[src/rtl/mptx_pkg.sv]
package mptx_pkg;
    typedef enum logic [2:0] {
        ST_IDLE,
        ST_START,
        ST_DATA,
        ST_MPB,
        ST_STOP
    } tx_state_e;
endpackage

[src/rtl/mptx_holding.sv]
module mptx_holding #(
    parameter int DATA_W = 8
) (
    input  logic              clk,
    input  logic              rst_n,
    input  logic              wr_i,
    input  logic [DATA_W-1:0] wdata_i,
    input  logic              wmpb_i,
    input  logic              load_i,
    input  logic              end_i,
    output logic [DATA_W-1:0] data_o,
    output logic              mpb_o,
    output logic              empty_o,
    output logic              tend_o
);
    typedef struct packed {
        logic [DATA_W-1:0] data;
        logic              mpb;
        logic              empty;
        logic              tend;
    } hold_s;

    hold_s hold_d, hold_q;

    always_comb begin
        hold_d = hold_q;
        if (load_i) hold_d.empty = 1'b1;
        if (end_i)  hold_d.tend  = 1'b1;
        // a host write takes priority over a load or an end in the same cycle
        if (wr_i) begin
            hold_d.data  = wdata_i;
            hold_d.mpb   = wmpb_i;
            hold_d.empty = 1'b0;
            hold_d.tend  = 1'b0;
        end
    end

    always_ff @(posedge clk) begin
        if (!rst_n) begin
            hold_q.data  <= '0;
            hold_q.mpb   <= 1'b0;
            hold_q.empty <= 1'b1;
            hold_q.tend  <= 1'b1;
        end else begin
            hold_q <= hold_d;
        end
    end

    assign data_o  = hold_q.data;
    assign mpb_o   = hold_q.mpb;
    assign empty_o = hold_q.empty;
    assign tend_o  = hold_q.tend;
endmodule

[src/rtl/mptx_shifter.sv]
module mptx_shifter
    import mptx_pkg::*;
#(
    parameter int DATA_W = 8
) (
    input  logic              clk,
    input  logic              rst_n,
    input  logic              baud_i,
    input  logic              full_i,
    input  logic [DATA_W-1:0] data_i,
    input  logic              mpb_i,
    input  logic              short_i,
    input  logic              stop2_i,
    output logic              load_o,
    output logic              end_o,
    output logic              tx_o
);
    localparam int CNT_W = (DATA_W > 2) ? $clog2(DATA_W) : 1;
    localparam logic [CNT_W-1:0] LAST_LONG  = CNT_W'(DATA_W - 1);
    localparam logic [CNT_W-1:0] LAST_SHORT = CNT_W'(DATA_W - 2);

    typedef struct packed {
        tx_state_e         state;
        logic [DATA_W-1:0] shift;
        logic [CNT_W-1:0]  cnt;
        logic              mpb;
        logic              stop2;
        logic              stop_left;
        logic              tx;
    } shf_s;

    shf_s sh_d, sh_q;
    logic do_load;

    always_comb begin
        sh_d    = sh_q;
        do_load = 1'b0;
        end_o   = 1'b0;
        if (baud_i) begin
            case (sh_q.state)
                ST_IDLE: begin
                    if (full_i) do_load = 1'b1;
                end
                ST_START: begin
                    sh_d.state = ST_DATA;
                    sh_d.tx    = sh_q.shift[0];
                    sh_d.shift = sh_q.shift >> 1;
                end
                ST_DATA: begin
                    if (sh_q.cnt == '0) begin
                        sh_d.state = ST_MPB;
                        sh_d.tx    = sh_q.mpb;
                    end else begin
                        sh_d.tx    = sh_q.shift[0];
                        sh_d.shift = sh_q.shift >> 1;
                        sh_d.cnt   = sh_q.cnt - 1'b1;
                    end
                end
                ST_MPB: begin
                    sh_d.state     = ST_STOP;
                    sh_d.tx        = 1'b1;
                    sh_d.stop_left = sh_q.stop2;
                end
                ST_STOP: begin
                    if (sh_q.stop_left) begin
                        sh_d.stop_left = 1'b0;
                    end else if (full_i) begin
                        do_load = 1'b1;
                    end else begin
                        sh_d.state = ST_IDLE;
                        sh_d.tx    = 1'b1;
                        end_o      = 1'b1;
                    end
                end
                default: begin
                    sh_d.state = ST_IDLE;
                    sh_d.tx    = 1'b1;
                end
            endcase
        end
        if (do_load) begin
            sh_d.state     = ST_START;
            sh_d.tx        = 1'b0;
            sh_d.shift     = data_i;
            sh_d.mpb       = mpb_i;
            sh_d.stop2     = stop2_i;
            sh_d.stop_left = 1'b0;
            sh_d.cnt       = short_i ? LAST_SHORT : LAST_LONG;
        end
        load_o = do_load;
    end

    always_ff @(posedge clk) begin
        if (!rst_n) begin
            sh_q.state     <= ST_IDLE;
            sh_q.shift     <= '0;
            sh_q.cnt       <= '0;
            sh_q.mpb       <= 1'b0;
            sh_q.stop2     <= 1'b0;
            sh_q.stop_left <= 1'b0;
            sh_q.tx        <= 1'b1;
        end else begin
            sh_q <= sh_d;
        end
    end

    assign tx_o = sh_q.tx;
endmodule

[src/rtl/mp_uart_tx.sv]
module mp_uart_tx #(
    parameter int DATA_W = 8
) (
    input  logic              clk,
    input  logic              rst_n,
    input  logic              baud_en,
    input  logic              hold_wr,
    input  logic [DATA_W-1:0] hold_data,
    input  logic              hold_mpb,
    input  logic              cfg_len7,
    input  logic              cfg_stop2,
    input  logic              txe_ie,
    input  logic              tend_ie,
    output logic              tx_out,
    output logic              empty_flag,
    output logic              tend_flag,
    output logic              txe_irq,
    output logic              tend_irq
);
    logic [DATA_W-1:0] held_data;
    logic              held_mpb;
    logic              load_pulse;
    logic              end_pulse;
    logic              empty_w;
    logic              tend_w;

    mptx_holding #(.DATA_W(DATA_W)) u_hold (
        .clk     (clk),
        .rst_n   (rst_n),
        .wr_i    (hold_wr),
        .wdata_i (hold_data),
        .wmpb_i  (hold_mpb),
        .load_i  (load_pulse),
        .end_i   (end_pulse),
        .data_o  (held_data),
        .mpb_o   (held_mpb),
        .empty_o (empty_w),
        .tend_o  (tend_w)
    );

    mptx_shifter #(.DATA_W(DATA_W)) u_shf (
        .clk     (clk),
        .rst_n   (rst_n),
        .baud_i  (baud_en),
        .full_i  (!empty_w),
        .data_i  (held_data),
        .mpb_i   (held_mpb),
        .short_i (cfg_len7),
        .stop2_i (cfg_stop2),
        .load_o  (load_pulse),
        .end_o   (end_pulse),
        .tx_o    (tx_out)
    );

    assign empty_flag = empty_w;
    assign tend_flag  = tend_w;
    assign txe_irq    = txe_ie && empty_w;
    assign tend_irq   = tend_ie && tend_w;
endmodule

[config.mk]
export PLATFORM = sky130hd
export DESIGN_NAME = mp_uart_tx
export DESIGN_NICKNAME = d
export VERILOG_FILES = /design/src/rtl/mptx_pkg.sv /design/src/rtl/mptx_holding.sv /design/src/rtl/mptx_shifter.sv /design/src/rtl/mp_uart_tx.sv
export SDC_FILE = /design/constraint.sdc
export NUM_CORES = 1
export LEC_CHECK = 0
export CAP_MARGIN = 20
export CORE_MARGIN = 3
export CORE_UTILIZATION = 52
export CTS_CLUSTER_DIAMETER = 60
export DETAILED_ROUTE_END_ITERATION = 16
export PLACE_DENSITY = 0.78
export SYNTH_ARGS = -nofsm -noshare
export SYNTH_HDL_FRONTEND = slang
export SYNTH_SLANG_ARGS = --single-unit
[constraint.sdc]
create_clock -name clk -period 2 [get_ports clk]
set_input_delay 0.6 -clock clk [delete_from_list [all_inputs] [get_ports clk]]
set_output_delay 0.6 -clock clk [all_outputs]
set_load 0.05 [all_outputs]
==> metrics.cfg, run 1 <==
[run_status]
outcome=finished, final reports clean

[cts]
post_cts_buffers=0
cts_tree=done
cts_hold_buf=0
cts_max_level=2
root_buffer=clkbuf_4
clk_latency_ns=0.33
cts_max_path_buffers=2
post_cts_resized=0
path_clk_slew_ns=0.09
clkSinkCount=29
cts_made_buffers=5

[setup_path]
crit_chain=clkdlybuf4s50_1, and2_1, buf_12
crit_path_start=txe_ie
required_ns=1.40
crit_arrival_ns=1.36
worstPathMaxFanout=1
crit_type=in -> out
start_kind=primary input
worstSetupEndpointType=primary output
crit_path_max_incr_delay_ns=0.45
worstRegToRegCells=6
worstReg2RegStart=u_shf.sh_q[4]
cp_slowest_cell=clkdlybuf4s50_1

[floorplan]
dieHeight_um=58.2
rows=18
die_area_mm2=0.00338
design.portCount=22
die_w_um=58.2
coreArea_mm2=0.00252
initial_utilization=0.561

[place]
dpl_cell_area_mm2=0.00167
port_buffers=21
place_congestion=0.697
dp_hpwl_um=2100
place_ws_ns=0.00701

[global_route]
first_global_vias=1133
grt_max_degree=17
antenna_found_initial=0
grt_pass1_wl_um=4860
grt_use_total=0.189
grt-ovfl-total=0

[pwr]
ir_drop_mv=0.545
p_leak_uw=0.000667
p_total_uw=1220
p_per_area_mw_per_mm2=708

[job]
drv_cap=0

[layout]
fillers=208
area_growth_pct=21.4
final_cell_area_mm2=0.00172
nets=198
drive_gt1_frac=0.156
antenna_cells=0
postLayoutCoreUtil=0.681
multiInputGateArea_um2=754
seqCellArea_um2=581

[sta]
maxSlewViolCount=0
fmax_ghz=0.510
fin_crit_sh=0.980
hold_violations=0
skew_ns=0.0104
worst_slack_ns=0.0408
setup_tns_ns=0
rsz0062_at_grt=false
fin_crit_ns=1.96
setup_viol=0
maxSlewHeadroom=0.664
tightest_slew_ns=0.504

[routing]
post_drt_wl_per_cell_um=13.8
viasPerCell=5.74
detailroute.via_count=1206
ant_nets=0
drc=0
wl_um=2890
drtIter0Drc=62
dr.pass1.iters=4

[synth]
yosysSeqAreaShare=0.410
ys_warn_count=0
synth_area_mm2=0.00142
synth_cells=155
syn_avg_cell_area_um2=9.13
ys_seq_elements=29
synth.distinct_cells=43
syn-num-nets=174

[min_path]
hold_path_depth=2
hold_path_class=reg -> reg
min_from=u_shf.sh_q[3]

==> metal layers <==
layer  vias to the layer above  share of wire  GRT usage
li1                        608              -          -
met1                       562           0.44      0.212
met2                        31           0.49      0.318
met3                         5          0.055     0.0668
met4                         0          0.016     0.0861
met5                         -              0          0
==> metrics by stage <==
stage	hold slack [ns]	std cells
finish	0.463	210
global route	0.479	210
CTS	0.465	210
detailed placement	0.451	202
global placement	0.437	202
floorplan	0.430	155
==> final timing paths <==
check	to	slack, ns
max	txe_irq	0.04
min	u_shf.sh_q[3]	0.46
max reg2reg	u_shf.tx_o	0.36
min reg2reg	u_shf.sh_q[3]	0.46
==> cells in the final DEF (no fill, tap or decap), types with 3 or more instances in the layout <==
cell type        instances
o21ai_0                 16
buf_4                   11
clkbuf_4                 5
nor2b_1                 12
a21oi_1                 12
inv_1                    3
o211ai_1                 3
o21a_1                   3
nor2_1                   4
a31oi_1                  7
dfxtp_1                 29
mux2i_1                 11
clkdlybuf4s50_1         16
nand2_1                  9
==> cells by family (layout without fill, tap and decap cells) <==
logic type,Yosys count,after routing,synth area share
AO/OA/AOI/OAI,55,55,0.243
XOR/XNOR,1,1,0.00619
adder cells (fa/ha/maj),2,2,0.0177
buffers and inverters,15,40,0.0566
flip-flops,29,29,0.410
multiplexers,12,12,0.0858
AND/OR/NAND/NOR,41,41,0.180
==> power by group <==
| group | internal (µW) | switching (µW) |
|---|---|---|
| clock network | 134 | 207 |
| registers | 611 | 26.6 |
| logic | 117 | 121 |
==> synth_stat cells, drive strengths merged <==
library cell,instances,area (µm²)
and3,2,17.5
ha,2,25.0
nand2,9,33.8
a221o,1,10.0
a211o,1,8.76
clkbuf,5,18.8
inv,3,11.3
and4b,1,10.0
nand3b,1,7.51
buf,7,50.1
a41oi,1,8.76
and2,2,12.5
a32oi,1,8.76
a211oi,1,7.51
nand3,2,10.0
nand2b,3,21.3
a21oi,12,60.1
o211ai,3,22.5
mux2i,11,110
nor2b,13,88.8
xnor2,1,8.76
or3,1,6.26
dfxtp,29,581
o221a,1,11.3
o31ai,2,15.0
o21ai,18,93.8
o311ai,1,8.76
a21boi,3,22.5
a31oi,7,43.8
nor2,4,15.0
o21a,3,22.5
nor3,2,26.3
nor4,1,6.26
mux2,1,11.3
==> critical path, delay by kind of cell <==
family | cells | cell delay [ns]
buffers and inverters | 2 | 0.59
and+or+nand+nor | 1 | 0.17
==> state kept, by name, indices dropped and copies added, names as in the netlist <==
signal / cells
u_hold.empty_o: 1
u_hold.tend_o: 1
u_shf.tx_o: 1
u_hold.mpb_o: 1
u_shf.sh_q: 17
u_hold.data_o: 8
==> cell type report <==
class                           instances  area share
Timing Repair Buffer                   29       0.165
Inverter                                3     0.00655
Multi-Input combinational cell        111       0.439
Sequential cell                        29       0.338
Clock buffer                            6      0.0240
Clock inverter                          2     0.00583
Tap cell                               30      0.0218
Note: power is estimated with default switching activity, not from simulation.
==> inputs of run 2 (changes only) <==
--- a/config.mk
+++ b/config.mk
@@ -8,9 +8,11 @@
 export CAP_MARGIN = 20
 export CORE_MARGIN = 3
 export CORE_UTILIZATION = 52
-export CTS_CLUSTER_DIAMETER = 60
+export CTS_CLUSTER_DIAMETER = 50
 export DETAILED_ROUTE_END_ITERATION = 16
 export PLACE_DENSITY = 0.78
+export SKIP_CTS_REPAIR_TIMING = 1
+export SLEW_MARGIN = 40
 export SYNTH_ARGS = -nofsm -noshare
 export SYNTH_HDL_FRONTEND = slang
 export SYNTH_SLANG_ARGS = --single-unit
==> results of run 2 <==
Same layout as run 1: the final DEF is identical, and so are final timing and power.
==> inputs of run 3 (changes only) <==
==> constraint.sdc (replaced) <==
create_clock -name clk -period 1.95 [get_ports clk]
set_input_delay 0.585 -clock clk [delete_from_list [all_inputs] [get_ports clk]]
set_output_delay 0.585 -clock clk [all_outputs]
set_load 0.05 [all_outputs]
==> run 3 against run 2 <==
Routed wire length down 2.1%. Flip-flop and latch count unchanged. Critical path depth unchanged. Clock power about the same. Worst hold slack better by 0.0088 ns. Worst setup slack worse by 0.021 ns. Non-clock buffer count unchanged. First-iteration DRC count down 71%. Largest power group unchanged.
==> metrics.cfg, run 3 (same netlist as run 1, synthesis figures left out) <==
[run_status]
outcome=finished, final reports clean

[sta]
fmax_ghz=0.518
worst_slack_ns=0.0199  ; -0.0209 ns
fin_crit_ns=1.93
maxSlewViolCount=0  ; unchanged
tightest_slew_ns=0.512  ; +0.00803 ns
fin_crit_sh=0.990
maxSlewHeadroom=0.658  ; -0.00536
hold_violations=0  ; unchanged
setup_viol=0  ; unchanged
rsz0062_at_grt=false
skew_ns=0.00464  ; -0.00578 ns

[cts]
root_buffer=clkbuf_4
cts_max_level=2  ; unchanged
clk_latency_ns=0.33  ; about the same
path_clk_slew_ns=0.09  ; about the same
cts_made_buffers=5  ; unchanged
cts_max_path_buffers=2  ; unchanged
cts_tree=done
clkSinkCount=29  ; unchanged

[min_path]
hold_path_depth=2  ; unchanged
min_from=u_shf.sh_q[2]
hold_path_class=reg -> reg
hold_end=u_shf.sh_q[2]

[layout]
final_cell_area_mm2=0.00173  ; +0.73%
nets=198  ; unchanged
top_register=u_shf.sh_q
fillers=224  ; +7.7%
area_growth_pct=22.3
finalNonFillerCells=210  ; unchanged
final_common_cell=dfxtp_1
antenna_cells=0  ; unchanged
final_cell_mix=29 x dfxtp_1, 16 x o21ai_0, 16 x clkdlybuf4s50_1
drive_gt1_frac=0.156  ; unchanged
largest_register_ffs=17  ; unchanged

[routing]
ant_nets=0  ; unchanged
drtIter0Drc=18  ; -71%
drc=0  ; unchanged
detailroute.via_count=1167  ; -3.2%
wl_um=2830  ; -2.1%
dr.pass1.iters=4  ; unchanged
viasPerCell=5.56  ; -3.2%
post_drt_wl_per_cell_um=13.5  ; -2.1%

[floorplan]
rows=18  ; unchanged
design.portCount=22  ; unchanged
dieHeight_um=58.2  ; unchanged
initial_utilization=0.561  ; unchanged
die_w_um=58.2  ; unchanged
die_area_mm2=0.00338  ; unchanged
coreArea_mm2=0.00252  ; unchanged

[setup_path]
crit_type=in -> out
cp_slowest_cell=clkdlybuf4s50_1
worstPathMaxFanout=1  ; unchanged
worstRegToRegCells=6  ; unchanged
start_kind=primary input
reg2reg_slack_ns=0.30  ; -0.06 ns
required_ns=1.36  ; -0.04 ns
crit_arrival_ns=1.35  ; about the same
worstSetupEndpointType=primary output
crit_chain=clkdlybuf4s50_1, and2_1, buf_12
crit_path_max_incr_delay_ns=0.45  ; about the same
worstReg2RegStart=u_shf.sh_q[4]
path_buf_inv=2  ; unchanged
crit_family=buffers and inverters
worstReg2RegEnd=u_shf.tx_o

[global_route]
grtUsageMet2=0.315  ; -0.00323
grtUsageMet3=0.0601  ; -0.00668
top_usage_layer=met2
grt_max_degree=17  ; unchanged
grt_use_total=0.190  ; +0.00147
grt_pass1_wl_um=4890  ; +0.58%
antenna_found_initial=0  ; unchanged
grt-ovfl-total=0  ; unchanged
first_global_vias=1123  ; -0.88%
grtUsageMet1=0.221  ; +0.00852

[place]
place_ws_ns=-0.0671  ; -0.0741 ns
dpl_cell_area_mm2=0.00168  ; +0.75%
dp_hpwl_um=2080  ; -0.94%
place_congestion=0.728  ; +4.4%
port_buffers=21  ; unchanged
place_inst=202  ; unchanged

[pwr]
p_per_area_mw_per_mm2=717  ; +1.3%
ir_drop_mv=0.717  ; +31%
p_leak_uw=0.000672  ; +0.79%
p_total_uw=1240  ; +2.0%

[job]
drv_cap=0  ; unchanged

==> run 3: cell types whose count changed in the layout (fill, tap and decap cells not counted) <==
cell,delta
buf_4,-1
buf_12,+1
==> run 3: power by group <==
group / switching (µW) / leakage, µW / internal (µW)
clock network: 205 / 0.0000320 / 137
registers: 27.9 / 0.000238 / 626
logic: 121 / 0.000402 / 123
total: 354 / 0.000672 / 887
==> run 3: area by class of cell <==
class	instances	area (µm²)	share of cell area
clock buffers	6	41.3	0.0239
flip-flops and latches	29	581	0.336
multi-input cells	111	754	0.436
repair buffers	29	295	0.171
well taps	30	37.5	0.0217
clock inverters	2	10.0	0.00578
inverters	3	11.3	0.00651
==> run 3: worst max path at each step <==
| stage | startpoint | to | slack, ns | cells past startpoint |
|---|---|---|---|---|
| 3_3_place_gp | baud_en | u_shf.sh_q[5] | -0.004 | 5 |
| 4_1_cts | tend_ie | tend_irq | 0.01 | 3 |
| 6_report | tend_ie | tend_irq | 0.02 | 3 |
| 2_1_floorplan | u_hold.empty_o | txe_irq | 0.16 | 1 |
| 5_1_grt | tend_ie | tend_irq | 0.001 | 3 |
| 3_5_place_dp | baud_en | u_shf.sh_q[5] | -0.07 | 5 |
==> run 3: worst reg2reg max path, delay by kind of cell, from the launching register on <==
kind            cells  cell delay (ns)
compound gates      2             0.37
fa+ha+maj           1             0.15
buf+inv             1             0.08
flops               1             0.33
mux                 1             0.36
simple gates        1             0.24
==> run 3: per-stage QoR <==
step           utilization  setup TNS, ns  hold WS, ns
6_report             0.686              0        0.471
2_1_floorplan            -              0        0.430
5_1_grt              0.686              0        0.506
4_1_cts              0.686              0        0.480
3_3_place_gp         0.666       -0.00444        0.437
3_5_place_dp         0.666         -0.184        0.467
==> run 3: layer usage <==
| metal | vias up | wire, µm | part of all wire |
|---|---|---|---|
| met5 | - | 0 | 0 |
| met4 | 0 | 48 | 0.017 |
| met3 | 5 | 109 | 0.039 |
| met2 | 15 | 1480 | 0.52 |
| met1 | 544 | 1190 | 0.42 |
| li1 | 603 | - | - |
